<file path="config.mk">
export PLATFORM = sky130hd
export DESIGN_NAME = rtc_seconds_alarm
export DESIGN_NICKNAME = d
export VERILOG_FILES = /design/src/rtl/rtc_pkg.sv /design/src/rtl/rtc_time_core.sv /design/src/rtl/rtc_alarm_cmp.sv /design/src/rtl/rtc_status_flags.sv /design/src/rtl/rtc_seconds_alarm.sv
export SDC_FILE = /design/constraint.sdc
export NUM_CORES = 1
export LEC_CHECK = 0
export BUFFER_PORTS_ARGS = -buffer_cell sky130_fd_sc_hd__buf_2
export CAP_MARGIN = 20
export CORE_ASPECT_RATIO = 1.1
export CORE_MARGIN = 5
export CORE_UTILIZATION = 55
export CTS_CLUSTER_SIZE = 16
export DETAILED_ROUTE_END_ITERATION = 8
export PLACE_DENSITY_LB_ADDON = 0.1
export SLEW_MARGIN = 40
export SYNTH_ARGS = -nofsm -noshare
export SYNTH_HDL_FRONTEND = slang
export SYNTH_SLANG_ARGS = --single-unit
</file>
<file path="constraint.sdc">
create_clock -name clk -period 2.5 [get_ports clk]
set_input_delay 0.125 -clock clk [delete_from_list [all_inputs] [get_ports clk]]
set_output_delay 0.125 -clock clk [all_outputs]
set_load 0.02 [all_outputs]
</file>
<file path="src/rtl/rtc_pkg.sv">
package rtc_pkg;

    localparam int BUS_W   = 32;
    localparam int ADDR_W  = 5;

    localparam logic [ADDR_W-1:0] OFS_TIME_SEC  = 5'h00;
    localparam logic [ADDR_W-1:0] OFS_TIME_FRAC = 5'h04;
    localparam logic [ADDR_W-1:0] OFS_ALM_SEC   = 5'h08;
    localparam logic [ADDR_W-1:0] OFS_ALM_FRAC  = 5'h0C;
    localparam logic [ADDR_W-1:0] OFS_CTRL      = 5'h10;
    localparam logic [ADDR_W-1:0] OFS_STATUS    = 5'h14;
    localparam logic [ADDR_W-1:0] OFS_IRQ_EN    = 5'h18;

    localparam int CTRL_RUN_BIT     = 3;
    localparam int FLAG_ALARM_BIT   = 4;
    localparam int FLAG_INVALID_BIT = 1;
    localparam int FLAG_VIOL_BIT    = 0;

    typedef enum logic [1:0] {
        CNT_UNSEEDED = 2'd0,
        CNT_HALTED   = 2'd1,
        CNT_RUNNING  = 2'd2
    } cnt_state_e;

    typedef struct packed {
        logic alarm;
        logic invalid;
        logic viol;
    } flags_t;

endpackage

</file>
<file path="src/rtl/rtc_time_core.sv">
module rtc_time_core
    import rtc_pkg::*;
#(
    parameter int SEC_W  = 32,
    parameter int FRAC_W = 15,
    localparam int CNT_W = SEC_W + FRAC_W
) (
    input  logic              clk,
    input  logic              rst_n,
    input  logic              run_en,
    input  logic              ld_sec,
    input  logic              ld_frac,
    input  logic [SEC_W-1:0]  wr_sec,
    input  logic [FRAC_W-1:0] wr_frac,
    output logic [CNT_W-1:0]  count
);

    cnt_state_e state_q, state_d;
    logic       step;

    // state register
    always_ff @(posedge clk or negedge rst_n) begin
        if (!rst_n) state_q <= CNT_UNSEEDED;
        else        state_q <= state_d;
    end

    // transitions
    always_comb begin
        state_d = state_q;
        unique case (state_q)
            CNT_UNSEEDED: if (ld_sec) state_d = run_en ? CNT_RUNNING : CNT_HALTED;
            CNT_HALTED:   if (run_en) state_d = CNT_RUNNING;
            CNT_RUNNING:  if (!run_en) state_d = CNT_HALTED;
            default:      state_d = CNT_UNSEEDED;
        endcase
    end

    // outputs of the machine
    always_comb begin
        step = 1'b0;
        unique case (state_q)
            CNT_RUNNING: step = 1'b1;
            default:     step = 1'b0;
        endcase
    end

    always_ff @(posedge clk or negedge rst_n) begin
        if (!rst_n) begin
            count <= '0;
        end else if (ld_sec || ld_frac) begin
            if (ld_sec)  count[CNT_W-1:FRAC_W] <= wr_sec;
            if (ld_frac) count[FRAC_W-1:0]     <= wr_frac;
        end else if (step) begin
            count <= count + 1'b1;
        end
    end

    AST_RUN_STEP: assert property (@(posedge clk) disable iff (!rst_n) (state_q == CNT_RUNNING && !ld_sec && !ld_frac) |=> (count == $past(count) + 1'b1));
    AST_HALT_HOLDS: assert property (@(posedge clk) disable iff (!rst_n) (state_q == CNT_HALTED && !ld_sec && !ld_frac) |=> $stable(count));
    AST_UNSEEDED_HOLDS: assert property (@(posedge clk) disable iff (!rst_n) (state_q == CNT_UNSEEDED && !ld_sec && !ld_frac) |=> $stable(count));
    AST_SEED_STICKS: assert property (@(posedge clk) disable iff (!rst_n) (state_q != CNT_UNSEEDED) |=> (state_q != CNT_UNSEEDED));

endmodule

</file>
<file path="src/rtl/rtc_alarm_cmp.sv">
module rtc_alarm_cmp #(
    parameter int SEC_W  = 32,
    parameter int FRAC_W = 15,
    localparam int CNT_W = SEC_W + FRAC_W
) (
    input  logic [CNT_W-1:0]  count,
    input  logic [SEC_W-1:0]  alm_sec,
    input  logic [FRAC_W-1:0] alm_frac,
    output logic              hit
);

    logic never;

    always_comb begin
        never = (alm_sec == {SEC_W{1'b1}});
        hit   = !never && (count == {alm_sec, alm_frac});
    end

endmodule

</file>
<file path="src/rtl/rtc_status_flags.sv">
module rtc_status_flags
    import rtc_pkg::*;
(
    input  logic   clk,
    input  logic   rst_n,
    input  logic   alarm_hit,
    input  logic   viol_evt,
    input  logic   clr_we,
    input  flags_t clr_bits,
    input  flags_t irq_en,
    output flags_t flags,
    output logic   irq
);

    flags_t clr;

    always_comb begin
        clr = clr_we ? clr_bits : '0;
    end

    always_ff @(posedge clk or negedge rst_n) begin
        if (!rst_n) begin
            flags.alarm   <= 1'b0;
            flags.invalid <= 1'b1;
            flags.viol    <= 1'b0;
        end else begin
            flags.alarm   <= alarm_hit | (flags.alarm & ~clr.alarm);
            flags.invalid <= flags.invalid & ~clr.invalid;
            flags.viol    <= viol_evt | (flags.viol & ~clr.viol);
        end
    end

    assign irq = |(flags & irq_en);

    AST_ALARM_STICKY: assert property (@(posedge clk) disable iff (!rst_n) (flags.alarm && !clr.alarm) |=> flags.alarm);
    AST_ALARM_SETS: assert property (@(posedge clk) disable iff (!rst_n) alarm_hit |=> flags.alarm);
    AST_W1C_ALARM: assert property (@(posedge clk) disable iff (!rst_n) (clr.alarm && !alarm_hit) |=> !flags.alarm);
    AST_VIOL_SETS: assert property (@(posedge clk) disable iff (!rst_n) viol_evt |=> flags.viol);
    AST_INVALID_STAYS_LOW: assert property (@(posedge clk) disable iff (!rst_n) !flags.invalid |=> !flags.invalid);

endmodule

</file>
<file path="src/rtl/rtc_seconds_alarm.sv">
module rtc_seconds_alarm
    import rtc_pkg::*;
#(
    parameter int SEC_W  = 32,
    parameter int FRAC_W = 15
) (
    input  logic              clk,
    input  logic              rst_n,
    input  logic              bus_we,
    input  logic [ADDR_W-1:0] bus_addr,
    input  logic [BUS_W-1:0]  bus_wdata,
    output logic [BUS_W-1:0]  bus_rdata,
    input  logic              sec_viol,
    output logic              irq
);

    localparam int CNT_W = SEC_W + FRAC_W;

    logic [CNT_W-1:0]  cnt;
    logic [SEC_W-1:0]  alm_sec_q;
    logic [FRAC_W-1:0] alm_frac_q;
    logic              run_q;
    flags_t            irq_en_q;
    flags_t            st_flags;
    flags_t            wr_flags;
    logic              hit;
    logic              we_tsec, we_tfrac, we_asec, we_afrac, we_ctrl, we_stat, we_ien;
    logic              wdata_unused;

    assign wdata_unused = ^bus_wdata;

    always_comb begin
        we_tsec  = bus_we && (bus_addr == OFS_TIME_SEC);
        we_tfrac = bus_we && (bus_addr == OFS_TIME_FRAC);
        we_asec  = bus_we && (bus_addr == OFS_ALM_SEC);
        we_afrac = bus_we && (bus_addr == OFS_ALM_FRAC);
        we_ctrl  = bus_we && (bus_addr == OFS_CTRL);
        we_stat  = bus_we && (bus_addr == OFS_STATUS);
        we_ien   = bus_we && (bus_addr == OFS_IRQ_EN);
        wr_flags.alarm   = bus_wdata[FLAG_ALARM_BIT];
        wr_flags.invalid = bus_wdata[FLAG_INVALID_BIT];
        wr_flags.viol    = bus_wdata[FLAG_VIOL_BIT];
    end

    always_ff @(posedge clk or negedge rst_n) begin
        if (!rst_n) begin
            alm_sec_q  <= {SEC_W{1'b1}};
            alm_frac_q <= '0;
            run_q      <= 1'b0;
            irq_en_q   <= '0;
        end else begin
            if (we_asec)  alm_sec_q  <= bus_wdata[SEC_W-1:0];
            if (we_afrac) alm_frac_q <= bus_wdata[FRAC_W-1:0];
            if (we_ctrl)  run_q      <= bus_wdata[CTRL_RUN_BIT];
            if (we_ien)   irq_en_q   <= wr_flags;
        end
    end

    rtc_time_core #(.SEC_W(SEC_W), .FRAC_W(FRAC_W)) u_core (
        .clk     (clk),
        .rst_n   (rst_n),
        .run_en  (run_q),
        .ld_sec  (we_tsec),
        .ld_frac (we_tfrac),
        .wr_sec  (bus_wdata[SEC_W-1:0]),
        .wr_frac (bus_wdata[FRAC_W-1:0]),
        .count   (cnt)
    );

    rtc_alarm_cmp #(.SEC_W(SEC_W), .FRAC_W(FRAC_W)) u_cmp (
        .count    (cnt),
        .alm_sec  (alm_sec_q),
        .alm_frac (alm_frac_q),
        .hit      (hit)
    );

    rtc_status_flags u_flags (
        .clk       (clk),
        .rst_n     (rst_n),
        .alarm_hit (hit),
        .viol_evt  (sec_viol),
        .clr_we    (we_stat),
        .clr_bits  (wr_flags),
        .irq_en    (irq_en_q),
        .flags     (st_flags),
        .irq       (irq)
    );

    always_comb begin
        bus_rdata = '0;
        case (bus_addr)
            OFS_TIME_SEC:  bus_rdata = BUS_W'(cnt[CNT_W-1:FRAC_W]);
            OFS_TIME_FRAC: bus_rdata = BUS_W'(cnt[FRAC_W-1:0]);
            OFS_ALM_SEC:   bus_rdata = BUS_W'(alm_sec_q);
            OFS_ALM_FRAC:  bus_rdata = BUS_W'(alm_frac_q);
            OFS_CTRL:      bus_rdata[CTRL_RUN_BIT] = run_q;
            OFS_STATUS: begin
                bus_rdata[FLAG_ALARM_BIT]   = st_flags.alarm;
                bus_rdata[FLAG_INVALID_BIT] = st_flags.invalid;
                bus_rdata[FLAG_VIOL_BIT]    = st_flags.viol;
            end
            OFS_IRQ_EN: begin
                bus_rdata[FLAG_ALARM_BIT]   = irq_en_q.alarm;
                bus_rdata[FLAG_INVALID_BIT] = irq_en_q.invalid;
                bus_rdata[FLAG_VIOL_BIT]    = irq_en_q.viol;
            end
            default:       bus_rdata = '0;
        endcase
    end

    AST_NEVER_SILENT: assert property (@(posedge clk) disable iff (!rst_n) $rose(st_flags.alarm) |-> ($past(alm_sec_q) != {SEC_W{1'b1}}));
    AST_IRQ_NEEDS_ENABLE: assert property (@(posedge clk) disable iff (!rst_n) irq |-> (irq_en_q != '0));

endmodule

</file>
# Word level (Yosys, flattened, before mapping)
# Cells that the tools add are included.
[totals]
register_bits = 103
latchBits = 0
ram_bits = 0
rom_bits = 0
inputBits = 41
memories = 0
[classes]
n_addsub = 1
mul = 0
n_div = 0
n_lt_le_gt_ge = 0
eq_ne = 15
shifts = 0
n_mux = 16
bitwise = 9
reduce_logical = 17
[op_table]
columns = ["cell", "n"]
rows = [
  ["one-hot mux 27 bit (4 select lines)", 1],
  ["two-way mux 47 bit", 2],
  ["adder 47 x 1 -> 47 bit (second input constant)", 1],
  ["== test 47 bit", 1],
  ["== test 32 bit (second input constant)", 1],
  ["two-way mux 32 bit", 1],
  ["== test 5 bit (second input constant)", 3],
  ["two-way mux 15 bit", 1],
  ["one-hot mux 2 bit (6 select lines)", 1],
  ["== test 5 x 4 -> 1 bit (second input constant)", 2],
  ["logical AND 1 bit", 8],
  ["two-way mux 2 bit", 4],
  ["!= test 2 x 1 -> 1 bit (second input constant)", 3],
  ["one-hot mux 1 bit (6 select lines)", 1],
  ["one-hot mux 2 bit (3 select lines)", 1],
  ["== test 5 x 3 -> 1 bit (second input constant)", 1],
  ["zero test 5 bit", 1],
  ["one-hot mux 1 bit (5 select lines)", 1],
  ["!= test 2 bit (second input constant)", 2],
  ["one-hot mux 1 bit (4 select lines)", 1],
  ["AND reduction 2 bit", 2],
  ["AND 1 bit", 3],
  ["AND 3 bit", 1],
  ["two-way mux 3 bit", 1],
  ["11 further kinds", 14],
]

# Longest topological paths before layout
# Gate-level depths: netlist of the first run.
[logic_depth]
ltp_word = 6
depth_mapped = 8
depth_no_buf = 6

# Hierarchy
# From an unflattened synthesis of the first run, not the netlist that was laid out.
[unflattened]
hier_cells = 677
area_unflattened_um2 = 6628.9
[modules_own_cells]
columns = ["module", "instances", "cells_per_inst", "area_each_um2", "seq_area_each_um2"]
rows = [
  ["rtc_time_core", 1, 367, 3067.9, 1226.2],
  ["rtc_seconds_alarm", 1, 226, 2829.0, 1316.3],
  ["rtc_alarm_cmp", 1, 74, 610.6, 0.0],
  ["rtc_status_flags", 1, 10, 121.4, 76.3],
]

# Worst setup path before layout of the first run
# No wires, ideal clock.
[synth_path]
kind = "reg-to-reg"
from = "reg u_core.count[0]"
to = "reg u_core.count[44]"
setup_time_ps = 127
arrival_ps = 1791
path_slack_ps = 583
stages_incl_launch_ff = 7
period_less_slack_ps = 1917
cell_sequence = "dfrtp_1 > ha_1 > nand2_1 > or4_4 > nor4_1 > mux2i_1 > o21ai_1"
[synth_via]
elab_chain_cells = 3
[synth_rtl]
columns = ["element", "line", "source"]
rows = [
  ["start: declaration", "rtc_time_core.sv:15", "output logic [CNT_W-1:0] count"],
  ["start signal: indexed assignment", "rtc_time_core.sv:51", "if (ld_sec) count[CNT_W-1:FRAC_W] <= wr_sec;"],
  ["start signal: indexed assignment", "rtc_time_core.sv:52", "if (ld_frac) count[FRAC_W-1:0] <= wr_frac;"],
  ["start signal: assignment", "rtc_time_core.sv:54", "count <= count + 1'b1;"],
  ["adder 47 x 1 -> 47 bit", "rtc_time_core.sv:54", ""],
  ["two-way mux 47 bit", "rtc_time_core.sv:53", "end else if (step) begin"],
  ["two-way mux 47 bit", "rtc_time_core.sv:50", "end else if (ld_sec || ld_frac) begin"],
]
# No other way between the ends. The select of a mux whose other input is x is not followed.
# A chain may end at the register's enable or synchronous reset.

# Final worst setup path of the first run
[layout_path]
from = "reg u_core.count[18]"
to = "reg u_core.count[34]"
# Same word-level chain as after synthesis.

==> results of run 1 <==
[per-stage QoR]
| step | setup slack, ps | utilization | std cells |
|---|---|---|---|
| finish | 270 | 0.640 | 944 |
| global route | 133 | 0.640 | 944 |
| CTS | 299 | 0.640 | 944 |
| detailed placement | 313 | 0.612 | 925 |
| global placement | 321 | 0.612 | 925 |
| floorplan | 583 | - | 710 |
[power breakdown]
group | internal (mW) | switching (mW) | total, mW | leakage [nW]
combinational | 0.585 | 0.774 | 1.36 | 1.95
clock | 0.803 | 0.702 | 1.50 | 0.154
sequential | 2.01 | 0.422 | 2.43 | 1.17
total | 3.40 | 1.90 | 5.30 | 3.27
[worst max-delay path: stages, from the launching register on]
cell     delay, ps
dfrtp_1        520
nand3_1        230
nor3_2         520
nand3_2        250
o211a_1        250
or3_1          340
[what timing repair did]
item / 4_1_cts / 5_1_grt
hold buffers: 3 / 0
gates resized for setup: 0 / 0
hold endpoints to repair: 22 / 0
[cell families after synthesis]
group                      count (synthesis)  synth area share
AOI/OAI and AO/OA                        175             0.184
xor gates and xnor gates                  48            0.0619
adders and majority gates                  1           0.00184
buffers and inverters                     65            0.0518
DFF                                      103             0.386
muxes                                     65             0.105
and+or+nand+nor                          253             0.209
[worst max-delay path by stage]
stage,end,slack [ps],cells past startpoint,from
after floorplan,u_core.count[44]$_DFFE_PN0P_,580,6,u_core.count[0]$_DFFE_PN0P_
after global placement,u_core.count[36]$_DFFE_PN0P_,320,7,u_core.count[0]$_DFFE_PN0P_
after detailed placement,u_core.count[46]$_DFFE_PN0P_,310,6,u_core.count[0]$_DFFE_PN0P_
after CTS,u_core.count[46]$_DFFE_PN0P_,300,6,u_core.count[0]$_DFFE_PN0P_
after global routing,u_core.count[39]$_DFFE_PN0P_,130,5,u_core.count[18]$_DFFE_PN0P_
final,u_core.count[34]$_DFFE_PN0P_,270,5,u_core.count[18]$_DFFE_PN0P_
[cells in the mapped netlist, types with 18 or more instances]
library cell / n
dfstp_2: 33
a22o_1: 20
dfrtp_1: 70
nand4_1: 33
clkbuf_1: 22
buf_2: 24
and3_1: 20
nand3_1: 28
nand2_1: 54
a22oi_1: 26
xnor2_1: 31
nor2_1: 41
a21oi_1: 30
o21ai_0: 19
mux2_2: 52
nor4_1: 18
[area by class of cell]
| type | instances | area share |
|---|---|---|
| sequential | 103 | 0.338 |
| multi-input combinational | 542 | 0.494 |
| tap | 154 | 0.0249 |
| timing repair buffer | 124 | 0.0996 |
| inverter | 5 | 0.00242 |
| clock buffer | 9 | 0.0291 |
| clock inverter | 7 | 0.0113 |
[metal layers]
layer | part of all wire | vias to the layer above
met3 | 0.086 | 90
li1 | - | 2845
met1 | 0.39 | 3183
met5 | 0 | -
met2 | 0.47 | 378
met4 | 0.056 | 0
[placed cells by master, fill, tap and decap left out, types with 5 or more instances in the layout]
cell	count
a211oi_1	6
a21oi_1	30
a22o_1	20
a22oi_1	26
a2bb2oi_1	5
a31oi_1	9
and3_1	20
and3_2	5
buf_2	72
buf_4	48
clkbuf_16	9
dfrtp_1	70
dfstp_2	33
inv_1	5
mux2_2	52
mux2i_1	13
nand2_1	54
nand3_1	28
nand4_1	33
nor2_1	41
nor3_1	10
nor4_1	18
o21ai_0	19
o22a_1	14
o22ai_1	10
or3_1	9
xnor2_1	31
xor2_1	17
[state kept, by name (all words and copies together) (netlist names)]
signal and flops:
alm_frac_q 15, alm_sec_q 32, irq_en_q 3, run_q 1, u_core.count 47, u_core.state_q 2, u_flags.flags 3
==> results.yml, run 1 <==
clock_tree:
  path_clk_slew_ps: 80
  clockBufferDepth: 2
  cts_tree: "yes"
  cts_root_buf: "clkbuf_16"
  clkLatencyLatePin_ps: 360
  clock-sinks: 103
  cts_max_level: 3
  post-cts-setup-buffers: 0
  cts_buffers: 9
final_layout:
  multi_input_area_mm2: 0.00383
  final_area_mm2: 0.00774
  fin_nets: 827
  fillers: 1037
  drive_above_1_share: 0.315
  area_growth_pct: 14.0
  diodes: 0
  regArea_mm2: 0.00262
yosys:
  ys_async_sr_fraction: 1.00
  synth_top_area_frac: 0.258
  synth_cells: 710
  synthDistinctLibCells: 73
  ys_seq_elements: 103
  syn-num-nets: 752
  synth_area_mm2: 0.00679
  ys_warn_count: 0
  yosys.area.top_type: "dfrtp_1"
  synth_area_leaders: "dfrtp_1 26%, dfstp_2 13%, mux2_2 8.6%"
  synth_edf_count: 0
  ys_seq_area_frac: 0.386
  synth_area_per_cell_um2: 9.57
  synth_ff_type: "dfrtp_1"
floorplan:
  die_x_um: 116
  initial_core_util: 0.562
  core_region_area_mm2: 0.0121
  ioPinCount: 74
  fp-row-count: 42
  fp.dieH_um: 127
  fp.dieArea_mm2: 0.0147
sta:
  drv_slew: 0
  finalCritPeriodShare: 0.892
  post-route-min-period_ps: 2230
  finalHoldViolCount: 0
  worst_hold_slack_ps: 14.9
  finalSetupViolations: 0
  worst_pin_slew_ps: 651
  max_freq_ghz: 0.448
  fin_skew_ps: 7.85
  setup_tns_ps: 0
  relSlewSlack: 0.565
  rsz0062_at_grt: "false"
global_route:
  met1_usage: 0.451
  track_usage: 0.344
  grt_use_met3: 0.0605
  antenna_found_initial: 0
  met2_usage: 0.547
  grt_pass1_vias: 6457
  grt_overflow: 0
  busiest_layer: "met2"
  grt_pass1_wl_um: 38100
  grt_max_degree: 56
place:
  placement.io_buffers: 73
  hpwl_um: 18600
  placed_cell_area_mm2: 0.00740
  place.gp.congestion: 0.995
power_and_ir_drop:
  p_per_area_mw_per_mm2: 684
  p_leak_nw: 3.27
  ir_drop_mv: 0.422
  finalPower_mw: 5.30
setup_path:
  arrival_ps: 2470
  r2r-end: "u_core.count[34]$_DFFE_PN0P_"
  worst_r2r_path_depth: 5
  path_class: "reg2reg"
  critPathRequiredTime_ps: 2740
  critPathLaunchType: "flop"
  end_kind: "flop"
  critical_path.reg2reg.startpoint: "u_core.count[18]$_DFFE_PN0P_"
  path_max_fanout: 9
  reg2reg_slack_ps: 270
outcome:
  status: "finished, final reports clean"
run:
  maxCapViolCount: 0
min_path:
  hold-path-endpoint: "alm_sec_q[15]$_DFFE_PN1P_"
  hold_path_class: "in2reg"
  hold_depth: 2
  min-delay-start: "bus_wdata[15]"
detailed_routing:
  first_iter_violations: 677
  ant_nets: 0
  avgViaCountPerCell: 6.88
  drc: 0
  avgRoutedWirePerCell_um: 26.4
  via_count: 6496
  drt_pre_antenna_iters: 6
  routed_wl_um: 24900
(Power assumes the default switching activity.)
==> run 2: changes to the inputs <==
Settings changed: CORE_MARGIN 5 to unset, REMOVE_ABC_BUFFERS set to 1.
==> results.yml, run 2 (synthesized netlist as in run 1, its figures left out) <==
outcome:
  status: "finished, final reports clean"
setup_path:
  critPathMaxStageDelay_ps: 570
  critPathLaunchType: "flop"
  end_kind: "flop"
  cp_slowest_cell: "or4_4"
  critPathRequiredTime_ps: 2720
  worst-path-stages: 6
  crit_chain: "ha_1, nand2_1, or4_4, nor4_1, mux2i_1, o21ai_1"
  path_buf_inv: 0
  arrival_ps: 2420
  crit_family: "simple AND/OR/NAND/NOR gates"
  reg2reg_slack_ps: 300
  path_class: "reg2reg"
  path_max_fanout: 6
  worst_r2r_path_depth: 6
final_layout:
  diodes: 0
  finish.utilization: 0.635
  area_growth_pct: 12.4
  regMostFlops: "u_core.count"
  fin_nets: 814
  final_area_mm2: 0.00764
  fillers: 1027
  largest_reg_flops: 47
  most-common-layout-cells: "72 x buf_2, 70 x dfrtp_1, 53 x nand2_1"
  regArea_mm2: 0.00262
  drive_above_1_share: 0.302
  final_cells: 931
  multi_input_area_mm2: 0.00383
  reg_top3: "u_core.count x47, alm_sec_q x32, alm_frac_q x15"
  mostFrequentLayoutCell: "buf_2"
place:
  placed_cell_area_mm2: 0.00732
  dp_cells: 913
  placement.io_buffers: 73
  hpwl_um: 17600
  place.gp.congestion: 0.981
global_route:
  grt_max_degree: 49
  antenna_found_initial: 0
  track_usage: 0.394
  grt_pass1_vias: 6165
  grt_pass1_wl_um: 36900
  grt_overflow: 0
floorplan:
  core_region_area_mm2: 0.0120
  initial_core_util: 0.564
  fp.dieArea_mm2: 0.0128
  fp.dieH_um: 119
  ioPinCount: 74
  die_x_um: 108
  fp-row-count: 42
detailed_routing:
  via_count: 6517
  avgViaCountPerCell: 7.00
  ant_nets: 0
  drt_pre_antenna_iters: 5
  routed_wl_um: 24000
  avgRoutedWirePerCell_um: 25.8
  first_iter_violations: 628
  drc: 0
sta:
  fin_skew_ps: 6.31
  rsz0062_at_grt: "false"
  max_freq_ghz: 0.454
  worst_pin_slew_ps: 658
  finalSetupViolations: 0
  finalHoldViolCount: 0
  finalCritPeriodShare: 0.880
  post-route-min-period_ps: 2200
  drv_slew: 0
  relSlewSlack: 0.562
clock_tree:
  cts_buffers: 9
  ctsResizeCount: 0
  clockBufferDepth: 2
  clock-sinks: 103
  cts_root_buf: "clkbuf_16"
  clkLatencyLatePin_ps: 350
  cts_tree: "yes"
  cts_max_level: 3
  path_clk_slew_ps: 70
power_and_ir_drop:
  finalPower_mw: 5.20
  ir_drop_mv: 0.497
  p_per_area_mw_per_mm2: 681
  p_leak_nw: 3.20
run:
  maxCapViolCount: 0
min_path:
  hold_path_class: "in2reg"
  hold_depth: 2
[run 2: changes by cell type in the layout (fill, tap and decap cells not counted)]
cell	delta
buf_4	-13
clkbuf_1	+3
inv_6	-2
inv_8	-2
buf_12	+1
clkbuf_8	+1
clkinv_2	+1
clkinv_4	-1
dlygate4sd3_1	-1
nand2_1	-1
nand2_2	+1
[run 2: worst reg2reg max path: stages, from the launching register on]
cell and delay, ps:
dfrtp_1 450, ha_1 250, nand2_1 120, or4_4 570, nor4_1 350, mux2i_1 250, o21ai_1 80
[run 2: where the power goes]
| part | switching [mW] | total [mW] | internal (mW) | leakage (nW) |
|---|---|---|---|---|
| registers | 0.445 | 2.46 | 2.01 | 1.17 |
| logic | 0.745 | 1.30 | 0.555 | 1.89 |
| clock network | 0.638 | 1.44 | 0.806 | 0.144 |
[run 2: path summary, 6_finish.rpt]
| kind | from | endpoint |
|---|---|---|
| min | bus_wdata[1] | u_flags.flags[1]$_DFF_PN1_ |
| min in group asynchronous | rst_n | u_core.count[33]$_DFFE_PN0P_ |
| max reg2reg | u_core.count[1]$_DFFE_PN0P_ | u_core.count[44]$_DFFE_PN0P_ |
| max in group asynchronous | rst_n | alm_sec_q[10]$_DFFE_PN1P_ |
| min reg2reg | u_flags.flags[1]$_DFF_PN1_ | u_flags.flags[1]$_DFF_PN1_ |
| max | u_core.count[1]$_DFFE_PN0P_ | u_core.count[44]$_DFFE_PN0P_ |
[run 2: repair_timing]
| item | CTS | global route |
|---|---|---|
| endpoints found under the hold margin | 31 | 0 |
| hold buffers | 2 | 0 |
| buffers inserted | 0 | 0 |
[run 2: per-stage QoR]
step                      hold WS [ps]  TNS [ps]  setup WS (ps)
after floorplan                   -171    -13920           -491
after global placement             181         0            385
after CTS                         5.42         0            307
after detailed placement           191         0            309
after global routing              18.3         0            188
final                             7.98         0            299
[run 2: layout make-up]
type / count / share of cell area
Sequential cell: 103 / 0.343
Tap cell: 154 / 0.0252
Inverter: 5 / 0.00246
Clock buffer: 13 / 0.0328
Multi-Input combinational cell: 542 / 0.501
Clock inverter: 3 / 0.00573
Timing Repair Buffer: 111 / 0.0894
[run 2: metal layers]
layer / part of all wire / vias up / track usage
met5: 0 / - / 0
met4: 0.052 / 0 / 0.211
met3: 0.082 / 74 / 0.0585
met2: 0.47 / 401 / 0.619
met1: 0.39 / 3210 / 0.521
li1: - / 2832 / -
